`src/rtl/ipc_pkg.sv`:
```
package ipc_pkg;
   // Doorbell byte layout: target code above the interrupt number.
   localparam int BELL_NUM_W  = 3;
   localparam int BELL_TGT_W  = 3;
   localparam int BELL_TGT_LO = BELL_NUM_W;
   localparam int BELL_BITS   = 1 << BELL_NUM_W;

   // Fixed register offsets beyond the mailbox window.
   localparam int OFS_BELL = 8;
   localparam int OFS_STAT = 9;
   localparam int OFS_OVF  = 10;
endpackage

```
`src/rtl/ipc_prio_arb.sv`:
```
module ipc_prio_arb #(
   parameter int N    = 5,
   parameter int ID_W = 3
) (
   input  logic [N-1:0]    vld,
   output logic [N-1:0]    gnt,
   output logic [ID_W-1:0] win,
   output logic            any
);
   always_comb begin
      logic taken;
      taken = 1'b0;
      gnt   = '0;
      win   = '0;
      for (int i = 0; i < N; i++) begin
         if (vld[i] && !taken) begin
            gnt[i] = 1'b1;
            win    = ID_W'(i);
            taken  = 1'b1;
         end
      end
   end

   assign any = |vld;
endmodule

```
`src/rtl/ipc_msg_fifo.sv`:
```
module ipc_msg_fifo #(
   parameter int W     = 16,
   parameter int DEPTH = 32
) (
   input  logic         clk,
   input  logic         rst_n,
   input  logic         push,
   input  logic [W-1:0] din,
   input  logic         pop,
   output logic [W-1:0] dout,
   output logic         empty,
   output logic         full
);
   localparam int PW   = (DEPTH > 1) ? $clog2(DEPTH) : 1;
   localparam int CW   = $clog2(DEPTH + 1);
   localparam bit POW2 = ((1 << PW) == DEPTH);

   logic [W-1:0]  mem [DEPTH];
   logic [PW-1:0] wp, rp, wp_nx, rp_nx;
   logic [CW-1:0] cnt;
   logic          do_push, do_pop;

   assign empty   = (cnt == '0);
   assign full    = (cnt == CW'(DEPTH));
   assign do_push = push && !full;
   assign do_pop  = pop && !empty;
   assign dout    = mem[rp];

   generate
      if (POW2) begin : g_wrap_free
         assign wp_nx = wp + 1'b1;
         assign rp_nx = rp + 1'b1;
      end else begin : g_wrap_cmp
         assign wp_nx = (wp == PW'(DEPTH - 1)) ? '0 : wp + 1'b1;
         assign rp_nx = (rp == PW'(DEPTH - 1)) ? '0 : rp + 1'b1;
      end
   endgenerate

   always_ff @(posedge clk) begin
      if (do_push) mem[wp] <= din;
   end

   always_ff @(posedge clk) begin
      if (!rst_n) begin
         wp  <= '0;
         rp  <= '0;
         cnt <= '0;
      end else begin
         if (do_push) wp <= wp_nx;
         if (do_pop)  rp <= rp_nx;
         case ({do_push, do_pop})
            2'b10:   cnt <= cnt + 1'b1;
            2'b01:   cnt <= cnt - 1'b1;
            default: cnt <= cnt;
         endcase
      end
   end
endmodule

```
`src/rtl/ipc_bell_bank.sv`:
```
module ipc_bell_bank #(
   parameter int N      = 5,
   parameter int ID_W   = 3,
   parameter int NUM_W  = 3,
   parameter int BITS   = 8
) (
   input  logic                    clk,
   input  logic                    rst_n,
   input  logic                    set_en,
   input  logic [ID_W-1:0]         set_tgt,
   input  logic [NUM_W-1:0]        set_num,
   input  logic                    clr_en,
   input  logic [ID_W-1:0]         clr_who,
   input  logic [BITS-1:0]         clr_mask,
   output logic [N-1:0][BITS-1:0]  stat
);
   for (genvar p = 0; p < N; p++) begin : g_slot
      logic [BITS-1:0] set_vec, clr_vec;
      always_comb begin
         set_vec = '0;
         clr_vec = '0;
         if (set_en && set_tgt == ID_W'(p)) set_vec[set_num] = 1'b1;
         if (clr_en && clr_who == ID_W'(p)) clr_vec = clr_mask;
      end
      always_ff @(posedge clk) begin
         if (!rst_n) stat[p] <= '0;
         else        stat[p] <= (stat[p] & ~clr_vec) | set_vec;
      end
   end
endmodule

```
`src/rtl/ipc_mailbox_hub.sv`:
```
module ipc_mailbox_hub #(
   parameter int N_PROC     = 5,
   parameter int MSG_W      = 16,
   parameter int MBOX_DEPTH = 32,
   parameter int ADDR_W     = 4
) (
   input  logic                       clk,
   input  logic                       rst_n,
   input  logic [N_PROC-1:0]          req_vld,
   input  logic [N_PROC-1:0]          req_wr,
   input  logic [N_PROC*ADDR_W-1:0]   req_addr,
   input  logic [N_PROC*MSG_W-1:0]    req_wdata,
   output logic [N_PROC-1:0]          req_gnt,
   output logic [N_PROC-1:0]          rsp_vld,
   output logic [MSG_W-1:0]           rsp_rdata,
   output logic [N_PROC-1:0]          irq
);
   import ipc_pkg::*;

   localparam int ID_W = (N_PROC > 1) ? $clog2(N_PROC) : 1;
   localparam logic [ADDR_W-1:0] A_NMB  = ADDR_W'(N_PROC);
   localparam logic [ADDR_W-1:0] A_BELL = ADDR_W'(OFS_BELL);
   localparam logic [ADDR_W-1:0] A_STAT = ADDR_W'(OFS_STAT);
   localparam logic [ADDR_W-1:0] A_OVF  = ADDR_W'(OFS_OVF);
   localparam logic [BELL_TGT_W-1:0] CODE_MAX = BELL_TGT_W'(N_PROC);

   initial begin
      assert (N_PROC >= 2 && N_PROC < (1 << BELL_TGT_W))
         else $fatal(1, "N_PROC must fit the doorbell target codes");
      assert (N_PROC <= OFS_BELL && ID_W <= ADDR_W && ADDR_W >= 4)
         else $fatal(1, "mailbox window overlaps fixed registers");
      assert (MSG_W >= BELL_BITS)
         else $fatal(1, "MSG_W too narrow for doorbell status");
      assert (MBOX_DEPTH >= 2)
         else $fatal(1, "MBOX_DEPTH must be at least 2");
   end

   // ---------------- arbitration and shared port ----------------
   logic [ID_W-1:0]   win_id;
   logic              win_any;
   logic              sel_wr;
   logic [ADDR_W-1:0] sel_addr;
   logic [MSG_W-1:0]  sel_data;

   ipc_prio_arb #(.N(N_PROC), .ID_W(ID_W)) u_arb (
      .vld (req_vld),
      .gnt (req_gnt),
      .win (win_id),
      .any (win_any)
   );

   assign sel_wr   = req_wr[win_id];
   assign sel_addr = req_addr[win_id*ADDR_W +: ADDR_W];
   assign sel_data = req_wdata[win_id*MSG_W +: MSG_W];

   // ---------------- decode ----------------
   logic            hit_mbox, hit_bell, hit_stat, hit_ovf, own_mbox;
   logic [ID_W-1:0] mb_idx;
   logic [BELL_TGT_W-1:0] bell_code;
   logic [BELL_NUM_W-1:0] bell_num;
   logic            bell_ok;

   assign hit_mbox  = win_any && (sel_addr < A_NMB);
   assign hit_bell  = win_any && (sel_addr == A_BELL);
   assign hit_stat  = win_any && (sel_addr == A_STAT);
   assign hit_ovf   = win_any && (sel_addr == A_OVF);
   assign mb_idx    = sel_addr[ID_W-1:0];
   assign own_mbox  = hit_mbox && (mb_idx == win_id);
   assign bell_code = sel_data[BELL_TGT_LO +: BELL_TGT_W];
   assign bell_num  = sel_data[BELL_NUM_W-1:0];
   assign bell_ok   = (bell_code != '0) && (bell_code <= CODE_MAX);

   // ---------------- mailboxes ----------------
   logic [N_PROC-1:0]            mb_push, mb_pop, mb_empty, mb_full, ovf_flag;
   logic [N_PROC-1:0][MSG_W-1:0] mb_dout;
   logic                          ovf_clr;

   assign ovf_clr = hit_ovf && sel_wr && sel_data[0];

   for (genvar k = 0; k < N_PROC; k++) begin : g_mbox
      assign mb_push[k] = hit_mbox && sel_wr && (mb_idx == ID_W'(k));
      assign mb_pop[k]  = own_mbox && !sel_wr && (mb_idx == ID_W'(k));

      ipc_msg_fifo #(.W(MSG_W), .DEPTH(MBOX_DEPTH)) u_fifo (
         .clk   (clk),
         .rst_n (rst_n),
         .push  (mb_push[k]),
         .din   (sel_data),
         .pop   (mb_pop[k]),
         .dout  (mb_dout[k]),
         .empty (mb_empty[k]),
         .full  (mb_full[k])
      );

      always_ff @(posedge clk) begin
         if (!rst_n)                        ovf_flag[k] <= 1'b0;
         else if (mb_push[k] && mb_full[k]) ovf_flag[k] <= 1'b1;
         else if (ovf_clr && win_id == ID_W'(k)) ovf_flag[k] <= 1'b0;
      end
   end

   // ---------------- doorbells ----------------
   logic [N_PROC-1:0][BELL_BITS-1:0] bell_stat;
   logic [ID_W-1:0] bell_tgt;

   assign bell_tgt = ID_W'(bell_code - 1'b1);

   ipc_bell_bank #(
      .N(N_PROC), .ID_W(ID_W), .NUM_W(BELL_NUM_W), .BITS(BELL_BITS)
   ) u_bell (
      .clk      (clk),
      .rst_n    (rst_n),
      .set_en   (hit_bell && sel_wr && bell_ok),
      .set_tgt  (bell_tgt),
      .set_num  (bell_num),
      .clr_en   (hit_stat && sel_wr),
      .clr_who  (win_id),
      .clr_mask (sel_data[BELL_BITS-1:0]),
      .stat     (bell_stat)
   );

   // ---------------- response ----------------
   logic [MSG_W-1:0] rd_next;

   always_comb begin
      rd_next = '0;
      if (win_any && !sel_wr) begin
         if (own_mbox)
            rd_next = mb_empty[win_id] ? '0 : mb_dout[win_id];
         else if (hit_stat)
            rd_next = MSG_W'(bell_stat[win_id]);
         else if (hit_ovf)
            rd_next = MSG_W'(ovf_flag[win_id]);
      end
   end

   always_ff @(posedge clk) begin
      if (!rst_n) begin
         rsp_vld   <= '0;
         rsp_rdata <= '0;
      end else begin
         rsp_vld   <= req_gnt;
         rsp_rdata <= rd_next;
      end
   end

   for (genvar p = 0; p < N_PROC; p++) begin : g_irq
      assign irq[p] = !mb_empty[p] || (bell_stat[p] != '0);
   end
endmodule

```
`config.mk`:
```
export PLATFORM = sky130hd
export DESIGN_NAME = ipc_mailbox_hub
export DESIGN_NICKNAME = d
export VERILOG_FILES = /design/src/rtl/ipc_pkg.sv /design/src/rtl/ipc_prio_arb.sv /design/src/rtl/ipc_msg_fifo.sv /design/src/rtl/ipc_bell_bank.sv /design/src/rtl/ipc_mailbox_hub.sv
export SDC_FILE = /design/constraint.sdc
export NUM_CORES = 2
export LEC_CHECK = 0
export BUFFER_PORTS_ARGS = -buffer_cell sky130_fd_sc_hd__buf_2
export CAP_MARGIN = 20
export CORE_UTILIZATION = 48
export CTS_BUF_LIST = sky130_fd_sc_hd__clkbuf_16
export CTS_CLUSTER_SIZE = 30
export DETAILED_ROUTE_END_ITERATION = 8
export PLACE_DENSITY = 0.61
export RECOVER_POWER = 100
export SLEW_MARGIN = 20
export SYNTH_ARGS = -nofsm -noshare
export SYNTH_HDL_FRONTEND = slang
export SYNTH_SLANG_ARGS = --single-unit
```
`constraint.sdc`:
```
create_clock -name clk -period 11.65 [get_ports clk]
set_clock_uncertainty 0.1 [all_clocks]
set_input_delay 1.7475 -clock clk [delete_from_list [all_inputs] [get_ports clk]]
set_output_delay 1.7475 -clock clk [all_outputs]
set_load 0.05 [all_outputs]
```
### After elaboration in Yosys (flattened, before gate mapping)

Memory sizes are Yosys's and may differ from the RTL's. A register that Yosys moved wholly into a read port is not among the register bits.
Cells that the tools add are included.

* register bits after elaboration: 146
* bits in writable memories: 2560
* input port bits: 112
* output and inout port bits: 31
* word-level logic and storage cells: 284
* memories kept: 5

Memory list
* g_mbox[0].u_fifo.mem: depth 32, width 16, read ports 1, clocked after memory_dff 1, write ports 1, line ipc_msg_fifo.sv:18 `logic [W-1:0] mem [DEPTH];`
* g_mbox[1].u_fifo.mem: depth 32, width 16, read ports 1, clocked after memory_dff 1, write ports 1, line ipc_msg_fifo.sv:18
* g_mbox[2].u_fifo.mem: depth 32, width 16, read ports 1, clocked after memory_dff 1, write ports 1, line ipc_msg_fifo.sv:18
* g_mbox[3].u_fifo.mem: depth 32, width 16, read ports 1, clocked after memory_dff 1, write ports 1, line ipc_msg_fifo.sv:18
* g_mbox[4].u_fifo.mem: depth 32, width 16, read ports 1, clocked after memory_dff 1, write ports 1, line ipc_msg_fifo.sv:18

* $add $sub $neg: 21
* $lt $le $gt $ge: 5
* equal/unequal tests: 31
* shifts and indexed selects: 2
* multiplexer cells: 73
* bitwise operators: 15
* reductions and logical operators: 105

Operators by type and width (number)
* 8-bit two-way mux: 12
* 80-bit by 8-bit indexed part select with 16-bit output: 1
* 6-bit one-hot mux with 2 select lines: 5
* 1-bit logical AND: 59
* 5-bit by 1-bit adder with 5-bit output (second input constant): 10
* 5-bit two-way mux: 10
* 16-bit binary-select mux with 3-bit select: 1
* 16-bit two-way mux: 3
* 8-bit bitwise AND: 5
* 8-bit NOT: 5
* 8-bit bitwise OR: 5
* 8-bit nonzero test: 5
* 1-bit two-way mux: 34
* 6-bit by 1-bit adder with 6-bit output (second input constant): 5
* 6-bit == test (second input constant): 5
* 6-bit logical NOT: 5
* 6-bit by 1-bit subtractor with 6-bit output (second input constant): 5
* 8-bit binary-select mux with 3-bit select: 1
* 2-bit nonzero test: 10
* 20-bit by 6-bit indexed part select with 4-bit output: 1
* 3-bit by 2-bit == test with 1-bit output (second input constant): 6
* 1-bit logical NOT: 15
* 4-bit == test (second input constant): 3
* 2-bit by 1-bit == test with 1-bit output (second input constant): 5
* 18 further kinds: 36

### Logic depth before layout (Yosys ltp)

* depth in word-level cells: 22
* mapped depth: 22
* depth with buffers taken out: 16

### By module

A second synthesis with hierarchy kept.

* cell total of the unflattened synthesis: 5925
* area, all modules: 108396.5 um^2

By module, submodules not included
* ipc_msg_fifo at g_mbox[1].u_fifo ...: times used 2, cells each 1078, area an instance 20686.1 um^2, sequential area each 15795.1 um^2
* ipc_msg_fifo at g_mbox[3].u_fifo: times used 1, cells each 1086, area an instance 20723.6 um^2, sequential area each 15795.1 um^2
* ipc_msg_fifo at g_mbox[4].u_fifo: times used 1, cells each 1085, area an instance 20716.1 um^2, sequential area each 15795.1 um^2
* ipc_msg_fifo at g_mbox[0].u_fifo: times used 1, cells each 1079, area an instance 20679.8 um^2, sequential area each 15795.1 um^2
* ipc_mailbox_hub: times used 1, cells each 356, area an instance 3169.3 um^2, sequential area each 520.5 um^2
* ipc_bell_bank: times used 1, cells each 150, area an instance 1651.6 um^2, sequential area each 800.8 um^2
* ipc_prio_arb: times used 1, cells each 13, area an instance 83.8 um^2, sequential area each 0.0 um^2

### Worst setup path before layout

No wires, ideal clock.

* path type: input port to flip-flop
* start point: input port req_vld[1]
* end point: memory g_mbox[0].u_fifo.mem[0][11], data pin
* library setup time: 1.159 ns
* data arrival time: 8.444 ns
* data required time: 10.391 ns
* setup slack: 1.947 ns
* cell stages on the path: 8
* path buffers: 4
* cell sequence: buf_2 > clkbuf_1 > nand2_1 > inv_1 > clkbuf_1 > clkbuf_1 > a222oi_1 > a31oi_1

* longest elaborated chain between the ends: 12
* elaborated cells on any way between the ends: 15
* those cells by class: 1 x shift; 7 x mux; 7 x reduce/logical

Ends and longest elaborated chain
* start, declared: line ipc_mailbox_hub.sv:9 `input logic [N_PROC-1:0] req_vld,`
* 1-bit logical AND (*): line ipc_prio_arb.sv:16 `if (vld[i] && !taken) begin`
* 1-bit two-way mux: line ipc_prio_arb.sv:16
* 1-bit logical NOT: line ipc_prio_arb.sv:16
* 1-bit logical AND: line ipc_prio_arb.sv:16
* 1-bit two-way mux: line ipc_prio_arb.sv:16
* 1-bit logical NOT: line ipc_prio_arb.sv:16
* 1-bit logical AND: line ipc_prio_arb.sv:16
* 1-bit two-way mux: line ipc_prio_arb.sv:16
* 1-bit logical NOT: line ipc_prio_arb.sv:16
* 1-bit logical AND: line ipc_prio_arb.sv:16
* 3-bit two-way mux (*): line ipc_prio_arb.sv:16
* 80-bit by 8-bit indexed part select with 16-bit output (*): line ipc_mailbox_hub.sv:54 `assign sel_data = req_wdata[win_id*MSG_W +: MSG_W];`
* named net g_mbox[0].u_fifo.din[11]: line ipc_msg_fifo.sv:8 `input logic [W-1:0] din,`
* end, declared: line ipc_msg_fifo.sv:18

Mark *: on every way through the listed nets, which the timed path passes. The rest lies on a longest branch.

### Final worst setup path

* start point: input port req_vld[0]
* end point: memory g_mbox[4].u_fifo.mem[3][13], data pin

* longest elaborated chain between the ends: 14
* elaborated cells on any way between the ends: 17
* those cells by class: 1 x shift; 8 x mux; 8 x reduce/logical

Ends and longest elaborated chain (line)
* 1-bit two-way mux (*): ipc_prio_arb.sv:16
* 1-bit logical NOT: ipc_prio_arb.sv:16
* 1-bit logical AND: ipc_prio_arb.sv:16
* 1-bit two-way mux: ipc_prio_arb.sv:16
* 1-bit logical NOT: ipc_prio_arb.sv:16
* 1-bit logical AND: ipc_prio_arb.sv:16
* 1-bit two-way mux: ipc_prio_arb.sv:16
* 1-bit logical NOT: ipc_prio_arb.sv:16
* 1-bit logical AND: ipc_prio_arb.sv:16
* 1-bit two-way mux: ipc_prio_arb.sv:16
* 1-bit logical NOT: ipc_prio_arb.sv:16
* 1-bit logical AND: ipc_prio_arb.sv:16
* 3-bit two-way mux (*): ipc_prio_arb.sv:16
* 80-bit by 8-bit indexed part select with 16-bit output (*): ipc_mailbox_hub.sv:54
* named net g_mbox[0].u_fifo.din[13]: ipc_msg_fifo.sv:8
* end, declared: ipc_msg_fifo.sv:18

Marks and branches as above.

==> out/qor.yml <==
status:
  outcome: "finished, violations left"
  failed_checks: "capacitance limit, slew limit"
setup_path:
  cp-start-kind: "input pin"
  regToRegSetupSlack_ps: 6490
  cp.arrival_ps: 8700
  crit_end: "g_mbox[4].u_fifo.mem[3][13]$_DFFE_PP_"
  path_class: "in2reg"
  cp-startpoint: "req_vld[0]"
  rr_endpoint: "rsp_rdata[13]$_SDFF_PP0_"
  cp_max_fo: 92
  ff2ff_path_depth: 8
  crit_required_ps: 11750
  end_kind: "flop"
pwr:
  ir_worst_vdd_mv: 0.150
  cellPowerDensity_nw_per_um2: 168
  switching_share_pct: 20.4
  pwr-share-clk_pct: 43.7
  cellInternalPower_w: 0.0162
  p_comb_share_pct: 2.8
  p_leak_nw: 36.3
  power.switching_w: 0.00417
  seq_power_share_pct: 53.5
die:
  pin_count: 143
  die_h_um: 475
  die_area_um2: 225000
  initial_core_util_pct: 48.3
  rows: 173
  die-width_um: 475
  core_area_um2: 222000
synth:
  synth.yosys.seq_area_share_pct: 74.8
  ys_seq_elements: 2731
  synthArstFlopShare_pct: 0
  synthCells: 5155
  synth.top_cells.by_count: "edfxtp_1 (2,560), mux4_2 (800), nor2_1 (327), clkbuf_1 (201), dfxtp_1 (171)"
  avgSynthCellArea_um2: 20.8
  synth-edff-count: 2560
  syn_area_um2: 107000
  syn-num-nets: 5303
  synth.most_common_cell: "edfxtp_1"
  yosysWarnings: 0
  synth-main-ff-cell: "edfxtp_1"
  ys_top_cells_by_area: "edfxtp_1 (72%), mux4_2 (17%), dfxtp_1 (3.2%)"
  netlist.top_cell.by_area: "edfxtp_1"
  synth.top_cell.area_share_pct: 71.6
  ys_types: 80
global_route:
  grt_start_max_net_pins: 165
  grtUsageTotal_pct: 23.6
  overflow: 0
  antenna_found_initial: 22
  grt_pass1_vias: 52461
  grt_pass1_wl_um: 379000
route:
  num_vias: 52897
  drc: 0
  postRouteAntennaNets: 0
  wire_per_inst_um: 30.2
  drt-total-wl_um: 264000
  first_iter_violations: 5414
  viasPerCell: 6.05
  first_pass_iters: 6
placement:
  gp_congestion: 0.980
  dpl.hpwl_um: 152000
  io_buffers: 142
clock_tree:
  clockBufferDepth: 4
  clock_sinks: 2731
  worstSkewPairLatency_ps: 940
  cts_resized: 0
  post-cts-setup-buffers: 0
  path_clk_slew_ps: 60
  cts_inserted_buffers: 299
  cts_tree: "done"
  htree_levels: 5
  cts_hold_buf: 0
  root_buffer: "clkbuf_16"
timing:
  rsz0062_at_grt: "false"
  slew_headroom_pct: -196
  fin_crit_sh_pct: 73.9
  finalSetupTns_ps: 0
  fin_crit_ps: 8610
  hold_viol_final: 0
  fmax_mhz: 116
  worst_pin_slew_ps: 4450
  hold_ws_ps: 385
  slew_viol_final: 1738
  setup-violations-final: 0
run:
  cap_violations: 37
hold_path:
  hold_path_class: "reg2reg"
final_layout:
  drive_gt1_share_pct: 25.2
  fin_nets: 5694
  nFillCells: 16967
  final_util_pct: 54.5
  syn_to_final_growth_pct: 13.0
  multi_input_area_um2: 25800
  seq_area_um2: 80300
==> state kept, by name (all words and copies together) (netlist names), named ones only <==
register and cells:
g_mbox.u_fifo.cnt 30, g_mbox.u_fifo.rp 25, rsp_rdata 16, g_mbox.u_fifo.mem 2560
ovf_flag 5, u_bell.stat 40, rsp_vld 5, g_mbox.u_fifo.wp 25
==> cells by family after synthesis <==
| logic type | after synthesis | synth area share [%] |
|---|---|---|
| multiplexers | 911 | 17.8 |
| buffers and inverters | 336 | 1.21 |
| flip-flops | 2731 | 74.8 |
| AO/OA/AOI/OAI | 330 | 1.99 |
| XOR/XNOR | 43 | 0.351 |
| adder cells (fa/ha/maj) | 36 | 0.420 |
| AND/OR/NAND/NOR | 768 | 3.39 |
==> per-layer routing <==
layer | vias up | routed length (um) | GRT usage [%]
met5 | - | 0 | 0
met4 | 0 | 12000 | 9.94
met3 | 481 | 15300 | 3.64
met2 | 1772 | 127000 | 37.0
met1 | 28370 | 110000 | 33.3
li1 | 22274 | - | -
==> how the worst min path moves through the flow <==
| stage | depth (start not counted) | from | slack [ps] | end |
|---|---|---|---|---|
| 2_1_floorplan | 2 | g_mbox[0].u_fifo.cnt[5]$_SDFFE_PN0P_ | 350 | g_mbox[0].u_fifo.cnt[5]$_SDFFE_PN0P_ |
| 3_3_place_gp | 2 | g_mbox[3].u_fifo.rp[4]$_SDFFE_PN0P_ | 360 | flop |
| 3_5_place_dp | 2 | ovf_flag[1]$_SDFFE_PN0P_ | 370 | ovf_flag[1]$_SDFFE_PN0P_ |
| 4_1_cts | 2 | ovf_flag[1]$_SDFFE_PN0P_ | 380 | ovf_flag[1]$_SDFFE_PN0P_ |
| 5_1_grt | 2 | ovf_flag[2]$_SDFFE_PN0P_ | 410 | ovf_flag[2]$_SDFFE_PN0P_ |
| 6_report | 2 | ovf_flag[1]$_SDFFE_PN0P_ | 380 | ovf_flag[1]$_SDFFE_PN0P_ |
==> through the flow <==
step / std cells / total power (W) / cell area (um^2) / setup slack [ps]
after floorplan: 5155 / 0.0114 / 107000 / 1950
after global placement: 8217 / 0.0117 / 113000 / 4840
after detailed placement: 8217 / 0.0117 / 113000 / 4770
after CTS: 8724 / 0.0206 / 122000 / 5730
after global routing: 8739 / 0.0210 / 121000 / 2690
final: 8746 / 0.0204 / 121000 / 3040
==> area by class of cell <==
class                   count  area share, %
flip-flops and latches   2731           66.3
multi-input cells        2088           21.3
clock buffers             308           6.36
well taps                2975           3.07
repair buffers            384           1.64
clock inverters           199           1.18
inverters                  42          0.164
diodes                     19         0.0392
==> power groups by stage <==
stage | registers [W] | logic [W] | clock network, W
6_report | 0.0109 | 0.000564 | 0.00892
5_1_grt | 0.0109 | 0.000603 | 0.00945
4_1_cts | 0.0109 | 0.000576 | 0.00910
3_5_place_dp | 0.0111 | 0.000576 | 0
3_3_place_gp | 0.0111 | 0.000549 | 0
2_1_floorplan | 0.0112 | 0.000258 | 0
==> layout by cell type (no fill, tap or decap), types with 9 or more instances in the layout <==
| master | n |
|---|---|
| a211oi_1 | 13 |
| a21o_1 | 9 |
| a21oi_1 | 82 |
| a222oi_1 | 14 |
| a22oi_1 | 18 |
| a31oi_1 | 12 |
| and2_1 | 11 |
| buf_2 | 112 |
| buf_4 | 72 |
| bufinv_16 | 22 |
| clkbuf_1 | 190 |
| clkbuf_16 | 308 |
| clkinv_1 | 67 |
| clkinv_2 | 46 |
| dfxtp_1 | 152 |
| dfxtp_4 | 11 |
| diode_2 | 19 |
| edfxtp_1 | 2560 |
| ha_1 | 36 |
| inv_1 | 84 |
| mux2i_1 | 109 |
| mux4_2 | 800 |
| nand2_1 | 172 |
| nand2b_1 | 16 |
| nand3_1 | 40 |
| nand3b_1 | 20 |
| nand4_1 | 29 |
| nor2_1 | 325 |
| nor2b_1 | 17 |
| nor3_1 | 28 |
| nor4_1 | 27 |
| o21ai_0 | 78 |
| o22ai_1 | 30 |
| or2_2 | 9 |
| or3_1 | 24 |
| or3b_2 | 11 |
| xor2_1 | 35 |
==> critical path, stage by stage <==
cell      delay (ps)
clkbuf_1         720
nor2_1           310
nand2_1          150
clkbuf_1         970
clkinv_1        1130
a222oi_1         750
a31oi_4          140
clkbuf_1        1180
clkbuf_2        1380
Power figures use the tool's default switching activity.
